<file path="src/rtl/cpr_pkg.sv">
package cpr_pkg;
  localparam logic [2:0] SEL_CMP  = 3'b000;
  localparam logic [2:0] SEL_MSK1 = 3'b001;
  localparam logic [2:0] SEL_MSK2 = 3'b010;
  localparam logic [2:0] SEL_MEM  = 3'b100;

  localparam logic [2:0] OV_CTL = 3'd0;
  localparam logic [2:0] OV_SRC = 3'd1;
  localparam logic [2:0] OV_DST = 3'd2;
  localparam logic [2:0] OV_NF  = 3'd3;
  localparam logic [2:0] OV_AR  = 3'd4;

  typedef enum logic [1:0] {OP_NONE, OP_SRC, OP_DST, OP_OVR} op_e;

  typedef struct packed {
    op_e        op;
    logic       afl;
    logic [2:0] code;
  } dec_t;

  function automatic logic sel_code_ok(input logic [2:0] c);
    return (c == SEL_CMP) || (c == SEL_MSK1) || (c == SEL_MSK2) || (c == SEL_MEM);
  endfunction
endpackage

</file>
<file path="src/rtl/cpr_decode.sv">
module cpr_decode
  import cpr_pkg::*;
(
  input  logic [15:0] word_i,
  output dec_t        dec_o
);
  always_comb begin
    dec_o = '{op: OP_NONE, afl: 1'b0, code: 3'b000};
    if (word_i[15:12] == 4'h0) begin
      unique case (word_i[10:8])
        3'b000: if (word_i[7:3] == 5'b0 && sel_code_ok(word_i[2:0]))
                  dec_o = '{op: OP_SRC, afl: word_i[11], code: word_i[2:0]};
        3'b001: if (sel_code_ok(word_i[5:3]))
                  dec_o = '{op: OP_DST, afl: word_i[11], code: word_i[5:3]};
        3'b010: if (!word_i[11] && word_i[7:6] == 2'b00 && word_i[2:0] == 3'b000
                    && word_i[5:3] <= OV_AR)
                  dec_o = '{op: OP_OVR, afl: 1'b0, code: word_i[5:3]};
        default: ;
      endcase
    end
  end
endmodule

</file>
<file path="src/rtl/cpr_addr.sv">
module cpr_addr #(
  parameter int AW = 10
) (
  input  logic          clk_i,
  input  logic          rst_ni,
  input  logic          load_i,
  input  logic [AW-1:0] load_val_i,
  input  logic          step_rd_i,
  input  logic          step_wr_i,
  input  logic          dir_dn_i,
  output logic [AW-1:0] addr_o
);
  logic [AW-1:0] addr_q, nstep;

  assign nstep  = AW'(step_rd_i) + AW'(step_wr_i);
  assign addr_o = addr_q;

  always_ff @(posedge clk_i or negedge rst_ni) begin
    if (!rst_ni)        addr_q <= '0;
    else if (load_i)    addr_q <= load_val_i;
    else if (dir_dn_i)  addr_q <= addr_q - nstep;
    else                addr_q <= addr_q + nstep;
  end

  assert_addr_idle_R8: assert property (@(posedge clk_i) disable iff (!rst_ni)
    (!load_i && !step_rd_i && !step_wr_i) |=> $stable(addr_q));
  assert_addr_load_R10: assert property (@(posedge clk_i) disable iff (!rst_ni)
    (load_i && (step_rd_i || step_wr_i)) |=> (addr_q == $past(load_val_i)));
endmodule

</file>
<file path="src/rtl/cpr_rdmux.sv">
module cpr_rdmux
  import cpr_pkg::*;
#(
  parameter int          AW     = 10,
  parameter logic [11:0] DEV_ID = 12'h5C1
) (
  input  logic          clk_i,
  input  logic          rst_ni,
  input  logic          rd_en_i,
  input  logic          ovr_i,
  input  logic [2:0]    ovr_code_i,
  input  logic [15:0]   status_i,
  input  logic [15:0]   ctl_i,
  input  logic [2:0]    src_i,
  input  logic [2:0]    dst_i,
  input  logic [15:0]   nf_i,
  input  logic [AW-1:0] addr_i,
  output logic [15:0]   rdata_o
);
  logic [15:0] sel_d, rdata_q;

  always_comb begin
    sel_d = status_i;
    if (ovr_i) begin
      unique case (ovr_code_i)
        OV_CTL:  sel_d = ctl_i;
        OV_SRC:  sel_d = {DEV_ID, 1'b0, src_i};
        OV_DST:  sel_d = {13'b0, dst_i};
        OV_NF:   sel_d = nf_i;
        default: sel_d = 16'(addr_i);
      endcase
    end
  end

  always_ff @(posedge clk_i or negedge rst_ni) begin
    if (!rst_ni)      rdata_q <= '0;
    else if (rd_en_i) rdata_q <= sel_d;
  end

  assign rdata_o = rdata_q;

  assert_rd_hold_R9: assert property (@(posedge clk_i) disable iff (!rst_ni)
    !rd_en_i |=> $stable(rdata_q));
endmodule

</file>
<file path="src/rtl/cpr_route_ctl.sv">
module cpr_route_ctl
  import cpr_pkg::*;
#(
  parameter int          AW     = 10,
  parameter logic [11:0] DEV_ID = 12'h5C1
) (
  input  logic          clk_i,
  input  logic          rst_ni,
  input  logic          cmd_wr_i,
  input  logic [15:0]   cmd_wdata_i,
  input  logic          cmd_rd_i,
  input  logic          dat_rd_i,
  input  logic          dat_wr_i,
  input  logic [15:0]   status_i,
  input  logic [15:0]   nf_i,
  output logic [2:0]    src_sel_o,
  output logic [2:0]    dst_sel_o,
  output logic          addr_pend_o,
  output logic [AW-1:0] addr_o,
  output logic [15:0]   cmd_rdata_o
);
  dec_t        dec;
  logic [2:0]  src_q, dst_q, ovr_code_q;
  logic        ovr_q, pend_q;
  logic [15:0] ctl_q;
  logic        decode_en, ovr_wr, ar_load, rd_en;

  cpr_decode u_dec (.word_i(cmd_wdata_i), .dec_o(dec));

  assign decode_en = cmd_wr_i && !pend_q && !ovr_q;
  assign ovr_wr    = cmd_wr_i && !pend_q && ovr_q;
  assign ar_load   = (cmd_wr_i && pend_q) || (ovr_wr && ovr_code_q == OV_AR);
  assign rd_en     = cmd_rd_i && !cmd_wr_i;

  always_ff @(posedge clk_i or negedge rst_ni) begin
    if (!rst_ni) begin
      src_q      <= SEL_CMP;
      dst_q      <= SEL_CMP;
      ovr_q      <= 1'b0;
      ovr_code_q <= OV_CTL;
      pend_q     <= 1'b0;
      ctl_q      <= '0;
    end else if (cmd_wr_i) begin
      if (pend_q) begin
        pend_q <= 1'b0;
      end else if (ovr_q) begin
        ovr_q <= 1'b0;
        if (ovr_code_q == OV_CTL) ctl_q <= cmd_wdata_i;
      end else begin
        unique case (dec.op)
          OP_SRC: begin src_q <= dec.code; pend_q <= dec.afl; end
          OP_DST: begin dst_q <= dec.code; pend_q <= dec.afl; end
          OP_OVR: begin ovr_q <= 1'b1; ovr_code_q <= dec.code; end
          default: ;
        endcase
      end
    end else if (cmd_rd_i) begin
      ovr_q <= 1'b0;
    end
  end

  cpr_addr #(.AW(AW)) u_addr (
    .clk_i      (clk_i),
    .rst_ni     (rst_ni),
    .load_i     (ar_load),
    .load_val_i (cmd_wdata_i[AW-1:0]),
    .step_rd_i  (dat_rd_i && src_q == SEL_MEM),
    .step_wr_i  (dat_wr_i && dst_q == SEL_MEM),
    .dir_dn_i   (ctl_q[0]),
    .addr_o     (addr_o)
  );

  cpr_rdmux #(.AW(AW), .DEV_ID(DEV_ID)) u_rd (
    .clk_i      (clk_i),
    .rst_ni     (rst_ni),
    .rd_en_i    (rd_en),
    .ovr_i      (ovr_q),
    .ovr_code_i (ovr_code_q),
    .status_i   (status_i),
    .ctl_i      (ctl_q),
    .src_i      (src_q),
    .dst_i      (dst_q),
    .nf_i       (nf_i),
    .addr_i     (addr_o),
    .rdata_o    (cmd_rdata_o)
  );

  assign src_sel_o   = src_q;
  assign dst_sel_o   = dst_q;
  assign addr_pend_o = pend_q;

  assert_sel_legal_R2: assert property (@(posedge clk_i) disable iff (!rst_ni)
    sel_code_ok(src_q) && sel_code_ok(dst_q));
  assert_sel_hold_R3: assert property (@(posedge clk_i) disable iff (!rst_ni)
    !cmd_wr_i |=> ($stable(src_sel_o) && $stable(dst_sel_o)));
  assert_pend_clear_R4: assert property (@(posedge clk_i) disable iff (!rst_ni)
    (pend_q && cmd_wr_i) |=> (!pend_q && $stable(src_sel_o) && $stable(dst_sel_o)));
  assert_status_rd_R5: assert property (@(posedge clk_i) disable iff (!rst_ni)
    (cmd_rd_i && !cmd_wr_i && !ovr_q) |=> (cmd_rdata_o == $past(status_i)));
  assert_ovr_once_R6: assert property (@(posedge clk_i) disable iff (!rst_ni)
    (ovr_q && (cmd_rd_i || cmd_wr_i)) |=> !ovr_q);
  assert_ovr_nodecode_R7: assert property (@(posedge clk_i) disable iff (!rst_ni)
    (ovr_q && cmd_wr_i) |=> ($stable(src_sel_o) && $stable(dst_sel_o) && !pend_q));
  assert_ovr_pend_excl_R4: assert property (@(posedge clk_i) disable iff (!rst_ni)
    !(ovr_q && pend_q));
endmodule

</file>
<file path="config.mk">
export PLATFORM = sky130hd
export DESIGN_NAME = cpr_route_ctl
export DESIGN_NICKNAME = d
export VERILOG_FILES = /design/src/rtl/cpr_pkg.sv /design/src/rtl/cpr_decode.sv /design/src/rtl/cpr_addr.sv /design/src/rtl/cpr_rdmux.sv /design/src/rtl/cpr_route_ctl.sv
export SDC_FILE = /design/constraint.sdc
export NUM_CORES = 1
export LEC_CHECK = 0
export ABC_AREA = 1
export BUFFER_PORTS_ARGS = -buffer_cell sky130_fd_sc_hd__buf_2
export CAP_MARGIN = 20
export CORE_MARGIN = 4
export CORE_UTILIZATION = 40
export CTS_CLUSTER_SIZE = 10
export DETAILED_ROUTE_END_ITERATION = 10
export PLACE_DENSITY = 0.64
export SLEW_MARGIN = 10
export SYNTH_ARGS = -nofsm -noshare
export SYNTH_HDL_FRONTEND = slang
export SYNTH_HIERARCHICAL = 1
export SYNTH_SLANG_ARGS = --single-unit
</file>
<file path="constraint.sdc">
create_clock -name clk_i -period 5.8 [get_ports clk_i]
set_clock_uncertainty 0.05 [all_clocks]
set_input_delay 0.29 -clock clk_i [delete_from_list [all_inputs] [get_ports clk_i]]
set_output_delay 0.29 -clock clk_i [all_outputs]
set_load 0.01 [all_outputs]
</file>
After elaboration in Yosys (flattened, before gate mapping)
Index checks and enable logic that the tools add are counted.
{ "word_totals": {"register_bits": 53, "in_bits": 54, "out_inout_bits": 33, "elab_cells": 84} }
{ "classes": {"n_addsub": 3, "n_lt_le_gt_ge": 1, "n_eq_ne": 18, "muxes": 17, "bitwise": 2, "n_reduce_logical": 35} }
{ "ops": {"columns": ["operator", "n"], "rows": [
  ["one-hot mux 16 bit (4 select lines)", 1],
  ["2-to-1 mux 10 bit", 2],
  ["2-to-1 mux 6 bit", 3],
  ["one-hot mux 6 bit (3 select lines)", 1],
  ["2-to-1 mux 16 bit", 1],
  ["AND reduction 4 bit", 4],
  ["equality test 3 x 2 -> 1 bit, second input constant", 5],
  ["equality test 3 bit, second input constant", 5],
  ["equality test 3 x 1 -> 1 bit, second input constant", 4],
  ["zero test 3 bit", 4],
  ["logical AND 1 bit", 11],
  ["adder 10 bit", 1],
  ["subtractor 10 bit", 1],
  ["2-to-1 mux 1 bit", 8],
  ["logical OR 1 bit", 7],
  ["zero test 5 bit", 1],
  ["2-to-1 mux 5 bit", 1],
  ["equality test 2 bit, second input constant", 2],
  ["zero test 4 bit", 1],
  ["less-or-equal comparator 3 bit, second input constant", 1],
  ["zero test 1 bit", 3],
  ["adder 1 x 1 -> 2 bit", 1],
  ["equality test 2 x 1 -> 1 bit, second input constant", 1],
  ["zero test 2 bit", 1],
  ["other kinds (5)", 6]
]} }

Depth between registers and ports, before layout
Gate-level depths: netlist of run 1.
{ "logic_depth": {"word_depth": 13, "mapped_depth": 16, "mapped_depth_nobuf": 16} }

By module
Netlist of run 1, hierarchy kept.
{ "modules_own_cells": {"columns": ["mod", "n_inst", "cells_each", "area_per_inst_um2", "seq_area_each_um2"], "rows": [
  ["cpr_route_ctl", 1, 134, 1216.2, 675.6],
  ["cpr_rdmux", 1, 167, 1187.4, 400.4],
  ["cpr_addr", 1, 131, 902.1, 250.2],
  ["cpr_decode", 1, 44, 210.2, 0.0]
]} }

Least setup slack after synthesis of run 1
No wires, ideal clock.
{ "synth_path": {"kind": "reg-to-reg", "start": "register src_q[1], in the netlist src_sel_o[1]", "end": "register u_addr.addr_q[6], in the netlist u_addr/addr_o[6]", "setup_time_ns": 0.118, "t_arrival_ns": 2.174, "required_ns": 5.632, "path_slack_ns": 3.458, "path_stages_with_launch": 14, "path_buffers": 0, "synth_period_minus_slack_ns": 2.342, "cell_sequence": "dfrtp_1 nor3_1 inv_1 ha_1 ha_1 fa_1 inv_1 nand3_1 nand2_1 nand3_1 nand2_1 nand2_1 nand3_1 nand2_1"} }
{ "synth_via": {"elab_chain_cells": 6, "elab_cells_between_ends": 7, "classes_between": "add/sub (3); eq/ne (1); mux (2); reduce/logical (1)"} }
{ "synth_rtl": {"columns": ["item", "line_no", "source"], "rows": [
  ["start: declaration", "cpr_route_ctl.sv:23", "logic [2:0] src_q, dst_q, ovr_code_q;"],
  ["start signal: assignment", "cpr_route_ctl.sv:51", "OP_SRC: begin src_q <= dec.code; pend_q <= dec.afl; end"],
  ["equality test 3 bit (*)", "cpr_route_ctl.sv:67", ".step_rd_i (dat_rd_i && src_q == SEL_MEM),"],
  ["logical AND 1 bit (*)", "cpr_route_ctl.sv:67", null],
  ["adder 1 x 1 -> 2 bit (*)", "cpr_addr.sv:15", "assign nstep = AW'(step_rd_i) + AW'(step_wr_i);"],
  ["adder 10 bit / subtractor 10 bit (equally long branches)", "cpr_addr.sv:22, cpr_addr.sv:21", null],
  ["2-to-1 mux 10 bit (*)", "cpr_addr.sv:21", "else if (dir_dn_i) addr_q <= addr_q - nstep;"],
  ["2-to-1 mux 10 bit (*)", "cpr_addr.sv:20", "else if (load_i) addr_q <= load_val_i;"],
  ["end signal: assignment", "cpr_addr.sv:20", null],
  ["end signal: assignment", "cpr_addr.sv:21", null],
  ["end signal: assignment", "cpr_addr.sv:22", "else addr_q <= addr_q + nstep;"],
  ["end: declaration", "cpr_addr.sv:13", "logic [AW-1:0] addr_q, nstep;"]
]} }
Mark *: on every way between the ends. The rest lies on a longest branch, timed or not.
A chain may end at the register's enable or synchronous reset.

Worst setup path after layout of run 1
Ends and elaborated chain as after synthesis.

==> results of run 1 <==
==> per-layer routing <==
metal / global-route usage / part of all wire
met5: 0 / 0
met1: 0.272 / 0.46
met3: 0.0310 / 0.070
met4: 0.0389 / 0.0081
met2: 0.328 / 0.46
==> synth_stat cells (4+ instances only) <==
| master | n | share of area |
|---|---|---|
| nand2_1 | 146 | 0.16 |
| dfrtp_1 | 53 | 0.38 |
| nand3_1 | 50 | 0.071 |
| nor2_1 | 43 | 0.046 |
| inv_1 | 37 | 0.040 |
| a21oi_1 | 35 | 0.050 |
| o21ai_0 | 21 | 0.030 |
| ha_1 | 15 | 0.053 |
| a21oi_2 | 11 | 0.027 |
| nand2_2 | 10 | 0.018 |
| nand4_1 | 7 | 0.012 |
| inv_2 | 5 | 0.0053 |
| nand3_2 | 4 | 0.011 |
==> kinds of logic after synthesis <==
family / count (synthesis) / synth area share
AO/OA/AOI/OAI: 73 / 0.122
adder cells (fa/ha/maj): 16 / 0.0591
buffers and inverters: 55 / 0.0740
flip-flops: 53 / 0.377
AND/OR/NAND/NOR: 279 / 0.367
==> sequential cells by signal (all words and copies together) (netlist names) <==
| name | cells |
|---|---|
| ovr_q | 1 |
| u_addr/addr_o | 10 |
| addr_pend_o | 1 |
| u_rd/rdata_o | 16 |
| dst_sel_o | 3 |
| ovr_code_q | 3 |
| src_sel_o | 3 |
| ctl_q | 16 |
==> worst paths after layout <==
path,to,slack (ns),cells past startpoint,start
setup / recovery,u_addr/addr_o[6],3.14,13,src_sel_o[1]
hold / removal,u_addr/addr_o[8],0.04,2,rst_ni
setup reg to reg,u_addr/addr_o[6],3.14,13,src_sel_o[1]
hold reg to reg,ctl_q[14],0.43,2,ctl_q[14]
max in group asynchronous,ctl_q[1],5.19,2,rst_ni
min in group clk_i,ctl_q[12],0.17,3,cmd_wdata_i[12]
==> layout make-up <==
class                      count  area (um2)  share of cell area
clock buffer                   5        68.8              0.0168
clock inverter                 3        22.5             0.00551
inverter                      42         158              0.0386
multi-input combinational    368        1930               0.472
sequential                    53        1330               0.324
tap                          105         131              0.0321
timing repair buffer          89         453               0.111
==> critical path, stage by stage (launching register included) <==
cell and delay (ns):
dfrtp_1 0.42, nor3_1 0.35, inv_1 0.13, ha_1 0.31
ha_1 0.25, fa_1 0.38, inv_1 0.10, nand3_1 0.09
nand2_1 0.13, nand3_1 0.10, nand2_1 0.08, nand2_1 0.05
nand3_1 0.06, nand2_1 0.05
==> power by group through the flow <==
stage,sequential (uW),clock (uW),combinational [uW]
after detailed placement,455,0,335
after global routing,452,237,385
after CTS,447,225,336
after global placement,454,0,330
final,446,218,335
after floorplan,461,0,203
==> per-stage QoR <==
stage	instances	power [uW]	worst slack (ns)	instance area, um2	util
after floorplan	476	665	3.46	3520	-
after global placement	656	785	3.25	3990	0.476
after detailed placement	657	789	3.15	4000	0.477
after CTS	665	1010	3.14	4090	0.488
after global routing	665	1070	2.94	4090	0.488
final	665	999	3.14	4090	0.488
==> layout by cell type (no fill, tap or decap), drive strengths merged <==
cell type	Yosys	routed
nand3	55	55
nand2	159	159
or2	1	1
buf	10	89
o21bai	1	1
nand4	7	7
nand3b	1	1
nor3	5	5
o21a	2	2
o31ai	1	1
dfrtp	53	53
o21ai	22	22
clkinv	0	3
a21oi	46	46
nor3b	1	1
clkbuf	3	5
fa	1	1
ha	15	15
a21o	1	1
nor2	50	50
inv	42	42
==> flow_results.xml, run 1 <==
<?xml version="1.0" encoding="UTF-8"?>
<metrics>
  <group name="outcome">
    <metric name="status" unit="">complete, no violations</metric>
  </group>
  <group name="clock_network">
    <metric name="postCtsHoldBufs" unit="">0</metric>
    <metric name="post-cts-setup-buffers" unit="">0</metric>
    <metric name="clkLatencyLatePin" unit="ns">0.31</metric>
    <metric name="cts_buffers" unit="">5</metric>
    <metric name="clock_tree_from_tritoncts" unit="">built</metric>
    <metric name="htreeDepth" unit="">2</metric>
    <metric name="cts_num_sinks" unit="">53</metric>
    <metric name="cts.reportedPaths.clkPinSlew" unit="ns">0.11</metric>
    <metric name="cts.path.max_buffers" unit="">2</metric>
    <metric name="post_cts_resized" unit="">0</metric>
    <metric name="clockRootBuffer" unit="">clkbuf_8</metric>
  </group>
  <group name="floorplanning">
    <metric name="rows" unit="">33</metric>
    <metric name="die_x" unit="um">102</metric>
    <metric name="die-area" unit="um2">10400</metric>
    <metric name="placeableCoreArea" unit="um2">8380</metric>
    <metric name="die_y" unit="um">102</metric>
    <metric name="floorplan.initialDensity" unit="">0.419</metric>
    <metric name="boundaryPins" unit="">87</metric>
  </group>
  <group name="power_and_ir_drop">
    <metric name="clock_power_share" unit="">0.218</metric>
    <metric name="internal_power" unit="uW">630</metric>
    <metric name="sequentialPowerShare" unit="">0.447</metric>
    <metric name="power.switching_fraction" unit="">0.369</metric>
    <metric name="share_comb_of_total_power" unit="">0.336</metric>
    <metric name="net_switching_component_of_the_power" unit="uW">368</metric>
    <metric name="power_density" unit="nW/um2">244</metric>
    <metric name="p_leak" unit="uW">0.00207</metric>
    <metric name="vdd_drop_max" unit="V">0.0000948</metric>
  </group>
  <group name="finish">
    <metric name="num-fill-cells" unit="">880</metric>
    <metric name="n_antenna_cell" unit="">0</metric>
    <metric name="design.final.nets" unit="">629</metric>
    <metric name="areaGrowthSynthToFinish" unit="%">16.3</metric>
    <metric name="final_layout_size_suffix_gt1_frac" unit="">0.254</metric>
  </group>
  <group name="sta">
    <metric name="finalSetupTns" unit="ns">0</metric>
    <metric name="timing.hold.ws" unit="ns">0.0405</metric>
    <metric name="tightest_slew" unit="ns">0.825</metric>
    <metric name="fmaxAchievable" unit="MHz">376</metric>
    <metric name="final_min_period_over_clock_period" unit="">0.459</metric>
    <metric name="finalCriticalPeriod" unit="ns">2.66</metric>
    <metric name="max_slew_margin" unit="">0.450</metric>
    <metric name="finalHoldViolations" unit="">0</metric>
    <metric name="timing.final.max_slew_violations" unit="">0</metric>
    <metric name="setup_violations_final" unit="">0</metric>
    <metric name="rsz_0062_raised_after_global_routing" unit="">no</metric>
  </group>
  <group name="synth">
    <metric name="synth_top_flop_cell" unit="">dfrtp_1</metric>
    <metric name="yosysWarnings" unit="">6</metric>
    <metric name="post_synth_instance_area" unit="um2">3520</metric>
    <metric name="synth_nets" unit="">546</metric>
    <metric name="synth_seq_area_share" unit="">0.377</metric>
    <metric name="synth.lib_cells_used.distinct" unit="">34</metric>
    <metric name="syn_area_per_cell" unit="um2">7.39</metric>
    <metric name="synth_edf_count" unit="">0</metric>
    <metric name="ys_seq_elements" unit="">53</metric>
    <metric name="syn_inst" unit="">476</metric>
    <metric name="postSynth.asyncResetShare" unit="">1.00</metric>
  </group>
  <group name="place">
    <metric name="placement.io_buffers" unit="">86</metric>
    <metric name="place.detailed.hpwl" unit="mm">7.65</metric>
    <metric name="place.gp.congestion" unit="">0.914</metric>
  </group>
  <group name="setup_path">
    <metric name="path_class" unit="">reg2reg</metric>
    <metric name="worstPathRequired" unit="ns">5.96</metric>
    <metric name="timing.critical_path.arrival" unit="ns">2.82</metric>
    <metric name="worstPathMaxFanout" unit="">4</metric>
    <metric name="worstSetupEndpointType" unit="">register</metric>
    <metric name="timing.critical_path.from_type" unit="">register</metric>
  </group>
  <group name="global_route">
    <metric name="grt_overflow" unit="">0</metric>
    <metric name="grtUsageTotal" unit="">0.197</metric>
    <metric name="grt_max_degree" unit="">54</metric>
    <metric name="antenna_found_initial" unit="">0</metric>
    <metric name="first_global_vias" unit="">3381</metric>
    <metric name="grt_pass1_wl" unit="mm">16.2</metric>
  </group>
  <group name="run">
    <metric name="maxCapViolations" unit="">0</metric>
  </group>
  <group name="drt">
    <metric name="drt-pass1-iter-count" unit="">4</metric>
    <metric name="avgRoutedWirePerCell" unit="um">14.8</metric>
    <metric name="totalWireLength" unit="mm">9.85</metric>
    <metric name="ant_nets" unit="">0</metric>
    <metric name="route.detailed.vias_per_inst" unit="">5.11</metric>
    <metric name="route.vias.total" unit="">3397</metric>
    <metric name="drc" unit="">0</metric>
    <metric name="first_iter_violations" unit="">162</metric>
  </group>
  <group name="min_path">
    <metric name="min-delay-path-class" unit="">in2async</metric>
  </group>
</metrics>
(Power assumes the default switching activity.)
==> run 2, diff against run 1 <==
==> constraint.sdc (replaced) <==
create_clock -name clk_i -period 2.5 [get_ports clk_i]
set_clock_uncertainty 0.05 [all_clocks]
set_input_delay 0.125 -clock clk_i [delete_from_list [all_inputs] [get_ports clk_i]]
set_output_delay 0.125 -clock clk_i [all_outputs]
set_load 0.01 [all_outputs]
==> run 2 against run 1 <==
Highest routed layer unchanged. Sequential share of layout area decreased by 2.0 points. Utilization increased by 3.3 points. Clock-buffer cell count grew 1. First-iteration DRC count increased by 4.9%. Die area is the same. Maximum frequency up 15%. Largest cell class unchanged. Cell area grew 6.7%. Hold slack worse by 0.031 ns. Critical path type unchanged. Critical endpoint is now u_addr/addr_o[9]. Register-to-register slack got worse by 3.0 ns. Setup slack worse by 3.0 ns.
==> flow_results.xml, run 2 (synthesis results as in run 1) <==
<?xml version="1.0" encoding="UTF-8"?>
<metrics>
  <group name="outcome">
    <metric name="status" unit="">complete, no violations</metric>
  </group>
  <group name="power_and_ir_drop">
    <metric name="net_switching_component_of_the_power" unit="uW">899</metric>
    <metric name="vdd_drop_max" unit="V">0.000251</metric>
    <metric name="sequentialPowerShare" unit="">0.411</metric>
    <metric name="p_leak" unit="uW">0.00217</metric>
    <metric name="clock_power_share" unit="">0.243</metric>
    <metric name="share_comb_of_total_power" unit="">0.346</metric>
    <metric name="power.switching_fraction" unit="">0.349</metric>
    <metric name="power_density" unit="nW/um2">591</metric>
    <metric name="internal_power" unit="uW">1680</metric>
  </group>
  <group name="sta">
    <metric name="max_slew_margin" unit="">0.591</metric>
    <metric name="finalHoldViolations" unit="">0</metric>
    <metric name="timing.hold.ws" unit="ns">0.00958</metric>
    <metric name="timing.final.max_slew_violations" unit="">0</metric>
    <metric name="finalCriticalPeriod" unit="ns">2.32</metric>
    <metric name="fmaxAchievable" unit="MHz">431</metric>
    <metric name="final_min_period_over_clock_period" unit="">0.927</metric>
    <metric name="rsz_0062_raised_after_global_routing" unit="">no</metric>
    <metric name="finalSetupTns" unit="ns">0</metric>
    <metric name="setup_violations_final" unit="">0</metric>
    <metric name="tightest_slew" unit="ns">0.613</metric>
  </group>
  <group name="drt">
    <metric name="first_iter_violations" unit="">170</metric>
    <metric name="drt-pass1-iter-count" unit="">4</metric>
    <metric name="ant_nets" unit="">0</metric>
    <metric name="avgRoutedWirePerCell" unit="um">14.9</metric>
    <metric name="route.detailed.vias_per_inst" unit="">5.18</metric>
    <metric name="totalWireLength" unit="mm">10.2</metric>
    <metric name="drc" unit="">0</metric>
    <metric name="route.vias.total" unit="">3523</metric>
  </group>
  <group name="finish">
    <metric name="areaGrowthSynthToFinish" unit="%">24.1</metric>
    <metric name="final_layout_size_suffix_gt1_frac" unit="">0.299</metric>
    <metric name="mostFrequentLayoutCell" unit="">nand2_1</metric>
    <metric name="n_antenna_cell" unit="">0</metric>
    <metric name="design.final.nets" unit="">644</metric>
    <metric name="final_cell_area" unit="um2">4360</metric>
    <metric name="most-common-layout-cells" unit="">nand2_1 (145), buf_2 (86), dfrtp_1 (53)</metric>
    <metric name="num-fill-cells" unit="">823</metric>
  </group>
  <group name="setup_path">
    <metric name="worstSetupEndpointType" unit="">register</metric>
    <metric name="worstPathRequired" unit="ns">2.65</metric>
    <metric name="path_class" unit="">reg2reg</metric>
    <metric name="worstPathMaxFanout" unit="">8</metric>
    <metric name="timing.critical_path.from_type" unit="">register</metric>
    <metric name="timing.critical_path.arrival" unit="ns">2.47</metric>
  </group>
  <group name="floorplanning">
    <metric name="placeableCoreArea" unit="um2">8380</metric>
    <metric name="die_x" unit="um">102</metric>
    <metric name="die-area" unit="um2">10400</metric>
    <metric name="boundaryPins" unit="">87</metric>
    <metric name="rows" unit="">33</metric>
    <metric name="die_y" unit="um">102</metric>
    <metric name="floorplan.initialDensity" unit="">0.419</metric>
  </group>
  <group name="global_route">
    <metric name="first_global_vias" unit="">3390</metric>
    <metric name="grt_pass1_wl" unit="mm">16.4</metric>
    <metric name="grt_overflow" unit="">0</metric>
    <metric name="antenna_found_initial" unit="">0</metric>
    <metric name="grt_max_degree" unit="">28</metric>
    <metric name="grtUsageTotal" unit="">0.199</metric>
  </group>
  <group name="run">
    <metric name="maxCapViolations" unit="">0</metric>
  </group>
  <group name="clock_network">
    <metric name="cts.reportedPaths.clkPinSlew" unit="ns">0.10</metric>
    <metric name="clock_tree_from_tritoncts" unit="">built</metric>
    <metric name="clkLatencyLatePin" unit="ns">0.31</metric>
    <metric name="cts_num_sinks" unit="">53</metric>
    <metric name="clockRootBuffer" unit="">clkbuf_8</metric>
    <metric name="htreeDepth" unit="">2</metric>
    <metric name="cts.path.max_buffers" unit="">2</metric>
    <metric name="cts_buffers" unit="">5</metric>
  </group>
  <group name="place">
    <metric name="place.gp.congestion" unit="">0.927</metric>
    <metric name="dpl_cell_area" unit="um2">4100</metric>
    <metric name="placement.io_buffers" unit="">86</metric>
    <metric name="place.detailed.hpwl" unit="mm">7.80</metric>
  </group>
  <group name="min_path">
    <metric name="min-delay-path-class" unit="">in2reg</metric>
  </group>
</metrics>
==> run 2: final timing paths <==
check / from / to / slack (ns) / depth (start not counted)
worst max-delay path: dst_sel_o[2] / u_addr/addr_o[9] / 0.18 / 14
worst min-delay path: cmd_wdata_i[14] / ctl_q[14] / 0.01 / 3
worst max register to register: dst_sel_o[2] / u_addr/addr_o[9] / 0.18 / 14
worst min register to register: ctl_q[12] / ctl_q[12] / 0.43 / 2
max in group asynchronous: rst_ni / ctl_q[2] / 1.45 / 3
min in group asynchronous: rst_ni / u_rd/rdata_o[3] / 0.30 / 2
==> run 2: final cells by class <==
class | instances | area, um2 | share of cell area
repair buffers | 104 | 568 | 0.130
clock buffers | 6 | 82.6 | 0.0189
multi-input cells | 368 | 2060 | 0.471
clock inverters | 2 | 37.5 | 0.00861
flip-flops and latches | 53 | 1330 | 0.304
inverters | 42 | 160 | 0.0367
well taps | 105 | 131 | 0.0301
==> run 2: what timing repair did <==
item,in CTS,in global routing
hold endpoints to repair,25,0
pin swaps,0,1
resized for setup,1,20
buffers inserted,0,1
setup endpoints to repair,3,7
hold buffers,1,0
==> run 2: power groups by stage <==
stage               logic (uW)  registers, uW  clock network [uW]
detailed placement         777           1060                   0
finish                     893           1060                 626
floorplan                  471           1070                   0
CTS                        783           1040                 638
global placement           769           1050                   0
global route              1020           1070                 675
==> run 2: layer usage <==
layer	vias up	wire [um]	track usage
met5	-	0	0
met4	0	79	0.0389
met3	11	717	0.0365
met2	124	4700	0.320
met1	1640	4660	0.281
li1	1748	-	-
==> run 2: through the flow <==
step / power (uW) / worst slack [ns] / utilization / instances
3_5_place_dp: 1830 / 0.0138 / 0.489 / 670
2_1_floorplan: 1540 / 0.158 / - / 476
3_3_place_gp: 1820 / 0.0621 / 0.489 / 670
5_1_grt: 2770 / 0.0125 / 0.520 / 680
4_1_cts: 2460 / 0.000170 / 0.505 / 679
6_report: 2580 / 0.182 / 0.520 / 680
==> run 2: critical path, cell delays in order, from the launching register on <==
cell	delay (ns)
dfrtp_1	0.37
nand2_1	0.06
nor3_2	0.22
inv_1	0.11
ha_1	0.23
nor2_4	0.12
inv_4	0.11
ha_4	0.31
nand2_1	0.10
nor2_2	0.17
nand3_1	0.11
nand3_1	0.09
nand2_1	0.05
nand3_1	0.06
nand2_1	0.05
